`config.mk`:
```
export PLATFORM = sky130hd
export DESIGN_NAME = phy_led_ctrl
export DESIGN_NICKNAME = d
export VERILOG_FILES = /design/src/rtl/phy_led_pkg.sv /design/src/rtl/led_blink_gen.sv /design/src/rtl/led_pulse_stretch.sv /design/src/rtl/led_cfg_regs.sv /design/src/rtl/phy_led_ctrl.sv
export SDC_FILE = /design/constraint.sdc
export NUM_CORES = 1
export LEC_CHECK = 0
export BUFFER_PORTS_ARGS = -buffer_cell sky130_fd_sc_hd__buf_2
export CAP_MARGIN = 25
export CORE_MARGIN = 2
export CORE_UTILIZATION = 35
export DETAILED_ROUTE_END_ITERATION = 8
export PLACE_DENSITY = 0.6
export SETUP_SLACK_MARGIN = 0.3
export SYNTH_ARGS = -nofsm -noshare
export SYNTH_HDL_FRONTEND = slang
export SYNTH_HIERARCHICAL = 1
export SYNTH_SLANG_ARGS = --single-unit
```
`constraint.sdc`:
```
create_clock -name clk -period 2.4 [get_ports clk]
set_input_delay 0.24 -clock clk [delete_from_list [all_inputs] [get_ports clk]]
set_output_delay 0.24 -clock clk [all_outputs]
set_load 0.02 [all_outputs]
```
`src/rtl/phy_led_pkg.sv`:
```
package phy_led_pkg;

    localparam logic [1:0] SPD_10   = 2'd0;
    localparam logic [1:0] SPD_100  = 2'd1;
    localparam logic [1:0] SPD_1000 = 2'd2;

    localparam logic [7:0] GLOB_HI_RST = 8'hC5;
    localparam logic [7:0] GLOB_LO_RST = 8'h67;

    typedef struct packed {
        logic       link_up;
        logic [1:0] speed;
        logic       pdown;
        logic       eee;
        logic       aneg;
        logic       abist;
        logic       cdiag;
        logic       test;
    } phy_state_t;

    typedef struct packed {
        logic [1:0] fast_rate;
        logic [1:0] slow_rate;
        logic [2:0] inhibit;
        logic [2:0] scan;
        logic [2:0] cblink;
    } glob_cfg_t;

    typedef struct packed {
        logic [3:0] steady;
        logic [3:0] fast;
        logic [3:0] slow;
        logic [3:0] pmask;
    } led_cfg_t;

    // high byte in [15:8], low byte in [7:0]
    function automatic logic [15:0] led_rst(int idx);
        case (idx)
            0:       return 16'h7003;
            1:       return 16'h2000;
            2:       return 16'h4000;
            3:       return 16'h4020;
            default: return 16'h0000;
        endcase
    endfunction

    function automatic logic cond3(logic [2:0] sel, phy_state_t s);
        case (sel)
            3'd1:    return s.link_up;
            3'd2:    return s.pdown;
            3'd3:    return s.eee;
            3'd4:    return s.aneg;
            3'd5:    return s.abist;
            3'd6:    return s.cdiag;
            3'd7:    return s.test;
            default: return 1'b0;
        endcase
    endfunction

    function automatic logic cond4(logic [3:0] sel, phy_state_t s);
        logic l10, l100, l1000;
        l10   = s.link_up && (s.speed == SPD_10);
        l100  = s.link_up && (s.speed == SPD_100);
        l1000 = s.link_up && (s.speed == SPD_1000);
        case (sel)
            4'h1:    return l10;
            4'h2:    return l100;
            4'h3:    return l10 | l100;
            4'h4:    return l1000;
            4'h5:    return l10 | l1000;
            4'h6:    return l100 | l1000;
            4'h7:    return l10 | l100 | l1000;
            4'h8:    return s.pdown;
            4'h9:    return s.eee;
            4'hA:    return s.aneg;
            4'hB:    return s.abist;
            4'hC:    return s.cdiag;
            default: return 1'b0;
        endcase
    endfunction

endpackage

```
`src/rtl/led_blink_gen.sv`:
```
module led_blink_gen #(
    parameter int unsigned CLK_HZ   = 25_000_000,
    parameter logic [1:0]  RATE_RST = 2'd0
) (
    input  logic       clk,
    input  logic       rst,
    input  logic [1:0] rate,
    output logic       blk_o,
    output logic       rise_o
);
    localparam int unsigned HALF_MAX = CLK_HZ / 4;
    localparam int unsigned CW       = $clog2(HALF_MAX + 1);

    logic [CW-1:0] cnt_q;
    logic [CW-1:0] half_m1;
    logic [1:0]    rate_q;
    logic          blk_q;
    logic          restart;

    always_comb begin
        case (rate)
            2'd0:    half_m1 = CW'(CLK_HZ / 4 - 1);
            2'd1:    half_m1 = CW'(CLK_HZ / 8 - 1);
            2'd2:    half_m1 = CW'(CLK_HZ / 16 - 1);
            default: half_m1 = CW'(CLK_HZ / 32 - 1);
        endcase
    end

    assign restart = (rate != rate_q);

    always_ff @(posedge clk) begin
        if (rst) begin
            cnt_q  <= '0;
            blk_q  <= 1'b0;
            rate_q <= RATE_RST;
        end else begin
            rate_q <= rate;
            if (restart) begin
                cnt_q <= '0;
                blk_q <= 1'b0;
            end else if (cnt_q == half_m1) begin
                cnt_q <= '0;
                blk_q <= ~blk_q;
            end else begin
                cnt_q <= cnt_q + 1'b1;
            end
        end
    end

    assign blk_o  = blk_q;
    assign rise_o = !restart && (cnt_q == half_m1) && !blk_q;


    // blink_hold_chk: the level only moves at the end of a half period
    blink_hold_chk: assert property (@(posedge clk) disable iff (rst)
        (!restart && cnt_q != half_m1) |=> $stable(blk_q));


    // blink_restart_chk: a rate change forces a dark restart
    blink_restart_chk: assert property (@(posedge clk) disable iff (rst)
        restart |=> (!blk_q && cnt_q == '0));

endmodule

```
`src/rtl/led_pulse_stretch.sv`:
```
module led_pulse_stretch #(
    parameter int unsigned LEN = 1_250_000
) (
    input  logic       clk,
    input  logic       rst,
    input  logic [2:0] ev,
    input  logic [2:0] mask,
    output logic       dark_o
);
    localparam int unsigned CW = $clog2(LEN + 1);

    logic [CW-1:0] cnt_q;
    logic          hit;

    assign hit = |(ev & mask);

    always_ff @(posedge clk) begin
        if (rst)               cnt_q <= '0;
        else if (hit)          cnt_q <= CW'(LEN);
        else if (cnt_q != '0)  cnt_q <= cnt_q - 1'b1;
    end

    assign dark_o = (cnt_q != '0);


    // pulse_idle_chk: no blanking starts without a masked event
    pulse_idle_chk: assert property (@(posedge clk) disable iff (rst)
        (!hit && !dark_o) |=> !dark_o);

endmodule

```
`src/rtl/led_cfg_regs.sv`:
```
module led_cfg_regs
    import phy_led_pkg::*;
#(
    parameter int unsigned N_LEDS = 4,
    parameter int unsigned ADDR_W = 4
) (
    input  logic              clk,
    input  logic              rst,
    input  logic              we,
    input  logic [ADDR_W-1:0] addr,
    input  logic [7:0]        wdata,
    output glob_cfg_t         glob_o,
    output led_cfg_t          led_o [N_LEDS]
);
    glob_cfg_t glob_q;
    led_cfg_t  led_q [N_LEDS];

    always_ff @(posedge clk) begin
        if (rst) begin
            glob_q.fast_rate <= GLOB_HI_RST[7:6];
            glob_q.slow_rate <= GLOB_HI_RST[5:4];
            glob_q.inhibit   <= GLOB_HI_RST[2:0];
            glob_q.scan      <= GLOB_LO_RST[6:4];
            glob_q.cblink    <= GLOB_LO_RST[2:0];
            for (int i = 0; i < int'(N_LEDS); i++) begin
                led_q[i] <= led_cfg_t'(led_rst(i));
            end
        end else if (we) begin
            if (addr == ADDR_W'(0)) begin
                glob_q.fast_rate <= wdata[7:6];
                glob_q.slow_rate <= wdata[5:4];
                glob_q.inhibit   <= wdata[2:0];
            end
            if (addr == ADDR_W'(1)) begin
                glob_q.scan   <= wdata[6:4];
                glob_q.cblink <= wdata[2:0];
            end
            for (int i = 0; i < int'(N_LEDS); i++) begin
                if (addr == ADDR_W'(2 + 2 * i)) begin
                    led_q[i].steady <= wdata[7:4];
                    led_q[i].fast   <= wdata[3:0];
                end
                if (addr == ADDR_W'(3 + 2 * i)) begin
                    led_q[i].slow  <= wdata[7:4];
                    led_q[i].pmask <= wdata[3:0];
                end
            end
        end
    end

    assign glob_o = glob_q;
    assign led_o  = led_q;

endmodule

```
`src/rtl/phy_led_ctrl.sv`:
```
module phy_led_ctrl
    import phy_led_pkg::*;
#(
    parameter int unsigned CLK_HZ   = 25_000_000,
    parameter int unsigned PULSE_MS = 50,
    parameter int unsigned N_LEDS   = 4,
    localparam int unsigned ADDR_W  = $clog2(2 + 2 * N_LEDS)
) (
    input  logic              clk,
    input  logic              rst,
    input  logic              cfg_we,
    input  logic [ADDR_W-1:0] cfg_addr,
    input  logic [7:0]        cfg_wdata,
    input  logic              link_up,
    input  logic [1:0]        link_speed,
    input  logic              pwr_down,
    input  logic              eee_mode,
    input  logic              aneg_busy,
    input  logic              selftest_busy,
    input  logic              cable_diag_busy,
    input  logic              test_mode,
    input  logic              tx_evt,
    input  logic              rx_evt,
    input  logic              col_evt,
    output logic [N_LEDS-1:0] led_o
);
    localparam longint      PULSE_LEN_L = longint'(CLK_HZ) * longint'(PULSE_MS) / 1000;
    localparam int unsigned PULSE_LEN   = (PULSE_LEN_L < 1) ? 1 : int'(PULSE_LEN_L);
    localparam int unsigned PW          = (N_LEDS > 1) ? $clog2(N_LEDS) : 1;

    glob_cfg_t   glob;
    led_cfg_t    lcfg [N_LEDS];
    phy_state_t  st;
    logic        fast_blk, fast_rise, slow_blk, slow_rise;
    logic [N_LEDS-1:0] dark, per_led, scan_map;
    logic        inhib, scan_on, cb_on;
    logic [PW-1:0] pos_q;

    assign st = '{link_up: link_up, speed: link_speed, pdown: pwr_down,
                  eee: eee_mode, aneg: aneg_busy, abist: selftest_busy,
                  cdiag: cable_diag_busy, test: test_mode};

    led_cfg_regs #(.N_LEDS(N_LEDS), .ADDR_W(ADDR_W)) u_regs (
        .clk(clk), .rst(rst), .we(cfg_we), .addr(cfg_addr),
        .wdata(cfg_wdata), .glob_o(glob), .led_o(lcfg)
    );

    led_blink_gen #(.CLK_HZ(CLK_HZ), .RATE_RST(GLOB_HI_RST[7:6])) u_fast (
        .clk(clk), .rst(rst), .rate(glob.fast_rate),
        .blk_o(fast_blk), .rise_o(fast_rise)
    );

    led_blink_gen #(.CLK_HZ(CLK_HZ), .RATE_RST(GLOB_HI_RST[5:4])) u_slow (
        .clk(clk), .rst(rst), .rate(glob.slow_rate),
        .blk_o(slow_blk), .rise_o(slow_rise)
    );

    for (genvar g = 0; g < int'(N_LEDS); g++) begin : g_led
        led_pulse_stretch #(.LEN(PULSE_LEN)) u_pulse (
            .clk(clk), .rst(rst), .ev({col_evt, rx_evt, tx_evt}),
            .mask(lcfg[g].pmask[2:0]), .dark_o(dark[g])
        );


        // pulse_dark_chk: blanking overrides every per-LED source
        pulse_dark_chk: assert property (@(posedge clk) disable iff (rst)
            (!scan_on && !cb_on && dark[g]) |-> !led_o[g]);
    end

    always_comb begin
        for (int i = 0; i < int'(N_LEDS); i++) begin
            if (dark[i])                         per_led[i] = 1'b0;
            else if (cond4(lcfg[i].fast, st))    per_led[i] = fast_blk;
            else if (cond4(lcfg[i].slow, st))    per_led[i] = slow_blk;
            else if (cond4(lcfg[i].steady, st))  per_led[i] = 1'b1;
            else                                 per_led[i] = 1'b0;
        end
    end

    assign inhib   = cond3(glob.inhibit, st);
    assign scan_on = cond3(glob.scan, st) && !inhib;
    assign cb_on   = cond3(glob.cblink, st) && !inhib;

    always_ff @(posedge clk) begin
        if (rst || !scan_on)  pos_q <= '0;
        else if (fast_rise)   pos_q <= (pos_q == PW'(N_LEDS - 1)) ? '0 : pos_q + 1'b1;
    end

    assign scan_map = N_LEDS'(1) << pos_q;

    always_comb begin
        if (scan_on)     led_o = scan_map;
        else if (cb_on)  led_o = {N_LEDS{slow_blk}};
        else             led_o = per_led;
    end


    // scan_step_chk: the lit LED only ever moves one place up
    scan_step_chk: assert property (@(posedge clk) disable iff (rst)
        (scan_on && $past(scan_on) && led_o != $past(led_o))
            |-> led_o == {$past(led_o[N_LEDS-2:0]), $past(led_o[N_LEDS-1])});


    // scan_single_chk: a scan never lights more than one LED
    scan_single_chk: assert property (@(posedge clk) disable iff (rst)
        scan_on |-> $countones(led_o) == 1);


    // cblink_sync_chk: all LEDs share one level during the chip-wide blink
    cblink_sync_chk: assert property (@(posedge clk) disable iff (rst)
        (cb_on && !scan_on) |-> (led_o == '0 || led_o == '1));

endmodule

```
==> results_dict.tcl, run 1 <==
set metrics [dict create \
    cts.sinks 211 \
    avgSynthCellArea_um2 9.158 \
    final.period_utilization_pct 116.1 \
    viasPerCell 5.423 \
    top_usage_layer "met2" \
    io_pins 31 \
    relSlewSlack_pct 52.80 \
    track_usage_pct 16.67 \
    grt_pass1_wl_um 50690 \
    grtUsageMet1_pct 22.40 \
    wl_per_cell_um 16.42 \
    layout_setup_ws_ps -386.8 \
    finalSetupViolCount 4 \
    fin_nets 1468 \
    hold_viol 0 \
    hold_path.class "in -> reg" \
    period_minus_slack_ps 2787 \
    ir_worst_vdd_uv 595.0 \
    synth_warnings 6 \
    start_util_pct 35.25 \
    required_ps 2160 \
    drc 0 \
    clockBufferDepth 3 \
    run_status "complete, but fails checks" \
    cts_tree "done" \
    stdcell_count 1906 \
    final_util_pct 41.78 \
    report.final.slew_viol_count 0 \
    met3_usage_pct 3.419 \
    place_hpwl_um 21890 \
    io_buffers 30 \
    failed_checks "setup timing" \
    critPathCaptureType "output pin" \
    antenna_left 0 \
    htreeDepth 1 \
    grt_overflow 0 \
    wirelength_um 31290 \
    startpoint_type "register" \
    grt_max_degree 35 \
    die-area_mm2 0.03708 \
    firstDrtPassIters 5 \
    core_mm2 0.03531 \
    crit_type "reg -> out" \
    rsz0062_at_grt "yes" \
    syn_nets 1400 \
    syn_to_final_growth_pct 18.54 \
    syn-instance-count 1359 \
    cp.arrival_ps 2550 \
    syn_area_mm2 0.01245 \
    critPathMaxFanout 4 \
    finClkSkew_ps 13.66 \
    grt_pass1_vias 9814 \
    fillers 3406 \
    clk_pin_slew_worst_paths_ps 60 \
    power.density_mw_per_mm2 913.0 \
    dp.cells 1845 \
    numCtsBuffers 24 \
    leakagePower_nw 5.592 \
    root_buffer "clkbuf_16" \
    drtIter0Drc 417 \
    fmax_ghz 0.3588 \
    die_h_um 192.6 \
    met2_usage_pct 27.09 \
    gp_congestion 0.8632 \
    drive_gt1_share_pct 25.42 \
    vias 10337 \
    rows 69 \
    tightest_slew_ps 707.9 \
    die_width_um 192.6 \
    clock_latency_ps 540 \
    maxCapViolCount 0 \
    grt_antenna_before_repair 5 \
]
[power breakdown]
part           internal (W)  leakage (nW)  switching (W)  total (W)
clock               0.00236         0.412        0.00152    0.00388
sequential          0.00397          1.72       0.000449    0.00442
combinational       0.00243          3.46        0.00274    0.00517
total               0.00875          5.59        0.00472     0.0135
[timing repair]
action / CTS / global route
hold buffers: 3 / 0
pin swaps: 19 / 15
buffers inserted: 10 / 2
cloned: 0 / 2
hold endpoints to repair: 4 / 0
setup endpoints to repair: 70 / 100
gates resized for setup: 48 / 64
[sequential cells by signal, summed over array words and instances (netlist names)]
signal and flops:
u_regs/glob_o 13, u_slow/blk_o 1, u_fast/blk_o 1, pos_q 2, u_fast/cnt_q 23, u_slow/rate_q 2, u_slow/cnt_q 23, u_fast/rate_q 2
g_led.u_pulse/cnt_q 84, u_regs/led_o 60
[metrics by stage]
| step | area (µm²) | setup TNS, ps | total power [W] | worst slack, ps | hold WS, ps |
|---|---|---|---|---|---|
| floorplan | 12530 | 0 | 0.007853 | 250.3 | 306.7 |
| global placement | 13350 | 0 | 0.008905 | 50.65 | 459.1 |
| detailed placement | 13350 | 0 | 0.008972 | 0.6930 | 465.1 |
| CTS | 14450 | -1477 | 0.01316 | -392.7 | 35.30 |
| global route | 14750 | -1823 | 0.01431 | -506.7 | 59.91 |
| finish | 14750 | -1455 | 0.01347 | -386.8 | 48.42 |
[path summary, 6_finish.rpt]
kind	end	cells after the start	start	slack [ps]
max	led_o[1]	8	u_regs/glob_o[6]	-390
min	u_regs/led_o[49]	3	cfg_wdata[1]	50
max reg2reg	pos_q[0]	7	u_regs/glob_o[11]	250
min reg2reg	g_led[2].u_pulse/cnt_q[19]	2	g_led[2].u_pulse/cnt_q[19]	470
[critical path, cell delays in order (launching register included)]
cell     delay, ps
dfxtp_4        360
mux4_2         530
nor2b_4        170
o21ba_4        160
mux2i_1        210
mux2i_1        120
a31oi_2        170
buf_4          160
buf_6          120
[cell type report]
cell class	instances	area, µm²	share of cell area [%]
multi-input cells	1026	7946	53.86
repair buffers	127	988.4	6.700
well taps	461	576.8	3.910
clock inverters	8	98.84	0.6700
diodes	1	2.502	0.01696
inverters	37	138.9	0.9414
clock buffers	35	743.2	5.038
flip-flops and latches	211	4258	28.86
[routing by layer]
layer	wire length [µm]	up-vias	share of wire (%)
met3	1488	65	4.8
met2	14190	198	45
met5	51	-	0.16
met1	14680	4909	47
li1	-	5157	-
met4	884	8	2.8
[layout by cell type, fill, tap and decap left out, types with 14 or more instances in the layout]
master	instances
dfxtp_1	192
mux2i_1	118
nand2b_1	103
nor2_1	81
buf_4	81
nand2_1	66
a21oi_1	40
nor3_2	40
o21ai_0	39
nor3_1	36
xnor2_1	36
or4_1	33
inv_1	32
a31oi_1	31
o31ai_1	30
buf_2	27
clkbuf_16	25
nand3_1	23
nor4_1	18
nor2b_1	15
dfxtp_2	15
o21a_1	14
Note: power is estimated with default switching activity, not from simulation.
==> run 2: changes to the inputs <==
--- a/config.mk
+++ b/config.mk
@@ -11,7 +11,9 @@
 export CORE_UTILIZATION = 35
 export DETAILED_ROUTE_END_ITERATION = 8
 export PLACE_DENSITY = 0.6
+export RECOVER_POWER = 25
 export SETUP_SLACK_MARGIN = 0.3
+export SKIP_CTS_REPAIR_TIMING = 1
 export SYNTH_ARGS = -nofsm -noshare
 export SYNTH_HDL_FRONTEND = slang
 export SYNTH_HIERARCHICAL = 1
==> run 2 against run 1 <==
  * Core utilization is 0.34 points higher
  * Critical path depth stayed put
  * Combinational power is 4.1% higher
  * Global-route usage is 0.19 points lower
  * The flow finishes with violations (hold timing, setup timing)
==> results_dict.tcl, run 2 (same netlist as run 1, synthesis figures left out) <==
set metrics [dict create \
    placed_area_mm2 0.01335 \
    comb_power_share_pct 39.3 \
    rsz0062_at_grt "yes" \
    crit_family "compound AO/OA/AOI/OAI gates" \
    gp_congestion 0.8632 \
    grt_antenna_before_repair 5 \
    track_usage_pct 16.48 \
    failed_checks "hold timing, setup timing" \
    cts.sinks 211 \
    p_seq_share_pct 32.4 \
    firstDrtPassIters 5 \
    grt_overflow 0 \
    cp.arrival_ps 2550 \
    numCtsBuffers 24 \
    ir_worst_vdd_uv 598.2 \
    critical_path.n_buffers_inverters 2 \
    timing.rr.start "u_regs/glob_o[12]" \
    report.final.slew_viol_count 0 \
    max_stage_delay_ps 360 \
    drc 0 \
    die-area_mm2 0.03708 \
    final.period_utilization_pct 116.2 \
    power_w 0.01370 \
    r2r_slack_ps 110 \
    io_buffers 30 \
    hold_viol 2 \
    wl_per_cell_um 16.58 \
    relSlewSlack_pct 13.78 \
    finClkSkew_ps 11.72 \
    viasPerCell 5.456 \
    grt_pass1_vias 9690 \
    die_h_um 192.6 \
    finalSetupViolCount 4 \
    io_pins 31 \
    clockBufferDepth 3 \
    layout_setup_ws_ps -389.8 \
    fin_area_mm2 0.01487 \
    clkPwrFrac_pct 28.3 \
    root_buffer "clkbuf_16" \
    cp_cell_sequence "mux2_4 > a221oi_4 > o21ba_4 > mux2i_1 > mux2i_1 > a31oi_2 > buf_4 > buf_6" \
    syn_to_final_growth_pct 19.50 \
    top_register "g_led.u_pulse/cnt_q" \
    min_from "cfg_wdata[2]" \
    grt_pass1_wl_um 50120 \
    whs_ps -6.386 \
    final_util_pct 42.12 \
    crit_type "reg -> out" \
    stdcell_count 1909 \
    startpoint_type "register" \
    required_ps 2160 \
    rows 69 \
    power.density_mw_per_mm2 921.2 \
    tightest_slew_ps 1293 \
    die_width_um 192.6 \
    intPower_w 0.008867 \
    core_mm2 0.03531 \
    antenna_left 0 \
    fmax_ghz 0.3585 \
    worst_path_most_repeated_cell "mux2i_1" \
    grt_max_degree 35 \
    clock_latency_ps 540 \
    leakagePower_nw 5.593 \
    fin_nets 1471 \
    drtIter0Drc 454 \
    mostFrequentLayoutCells "191 x dfxtp_1, 118 x mux2i_1, 103 x nand2b_1" \
    p_switching_w 0.004834 \
    mostFrequentLayoutCell "dfxtp_1" \
    slowest_stage "dfxtp_4" \
    clk_pin_slew_worst_paths_ps 60 \
    htreeDepth 1 \
    critPathMaxFanout 4 \
    maxCapViolCount 0 \
    r2r_cells 7 \
    period_minus_slack_ps 2790 \
    run_status "complete, but fails checks" \
    wirelength_um 31640 \
    place_hpwl_um 21890 \
    swShare_pct 35.28 \
    drive_gt1_share_pct 26.47 \
    start_util_pct 35.25 \
    whs_path_depth 3 \
    whs_endpoint "u_regs/glob_o[2]" \
    dp.cells 1845 \
    largest_register_ffs 84 \
    cts_tree "done" \
    hold_path.class "in -> reg" \
    r2r_end "pos_q[1]" \
    vias 10415 \
    critPathCaptureType "output pin" \
]
[run 2: changes by cell type in the layout (fill, tap and decap cells not counted), sizes merged]
cell	change
dlygate4sd3	-1
clkbuf	+6
buf	-2
[run 2: worst reg2reg max path, cell delays in order, from the launching register on]
cell and delay (ps):
dfxtp_4 370, or4b_4 530, a31oi_4 180, o22ai_2 100, nor4_4 320, nor3b_4 360
mux2i_1 220, nor3_1 60
[run 2: power groups by stage]
stage                     Combinational (W)  Sequential (W)  Clock (W)
final                               0.00538         0.00444    0.00388
after global routing                0.00592         0.00451    0.00412
after CTS                           0.00458         0.00435    0.00397
after detailed placement            0.00455         0.00442          0
after global placement              0.00449         0.00441          0
after floorplan                     0.00348         0.00437          0
[run 2: layer usage]
metal  wire, µm  vias to the layer above  track usage (%)  part of all wire [%]
met1      14810                     4997            22.33                    47
met3       1430                       64            3.255                   4.5
met4        833                        8            4.521                   2.6
met2      14520                      191            26.63                    46
li1           -                     5155                -                     -
met5         51                        -                0                  0.16
[run 2: through the flow]
stage	setup TNS (ps)	setup WS, ps
after global routing	-4072	-467.1
final	-1369	-389.8
after CTS	-2110	-593.5
after detailed placement	0	0.6930
after floorplan	0	250.3
after global placement	0	50.65
[run 2: how the worst max path moves through the flow]
stage                                  from       end  slack [ps]  depth (start not counted)
after global placement      u_regs/led_o[8]  led_o[3]          50                          6
after global routing       u_regs/glob_o[6]  led_o[1]        -470                          8
after floorplan           u_regs/glob_o[11]  pos_q[0]         250                          8
after CTS                  u_regs/glob_o[6]  led_o[1]        -590                          8
after detailed placement   u_regs/glob_o[6]  led_o[1]         0.7                          8
final                      u_regs/glob_o[6]  led_o[1]        -390                          8
[run 2: area by class of cell]
type                            instances  area [µm²]
Sequential cell                       211        4264
Fill cell                            3399       20440
Tap cell                              461       576.8
Clock buffer                           35       743.2
Multi-Input combinational cell       1026        8044
Timing Repair Buffer                  130        1002
Clock inverter                          8       98.84
Inverter                               37       141.4
Antenna cell                            1       2.502
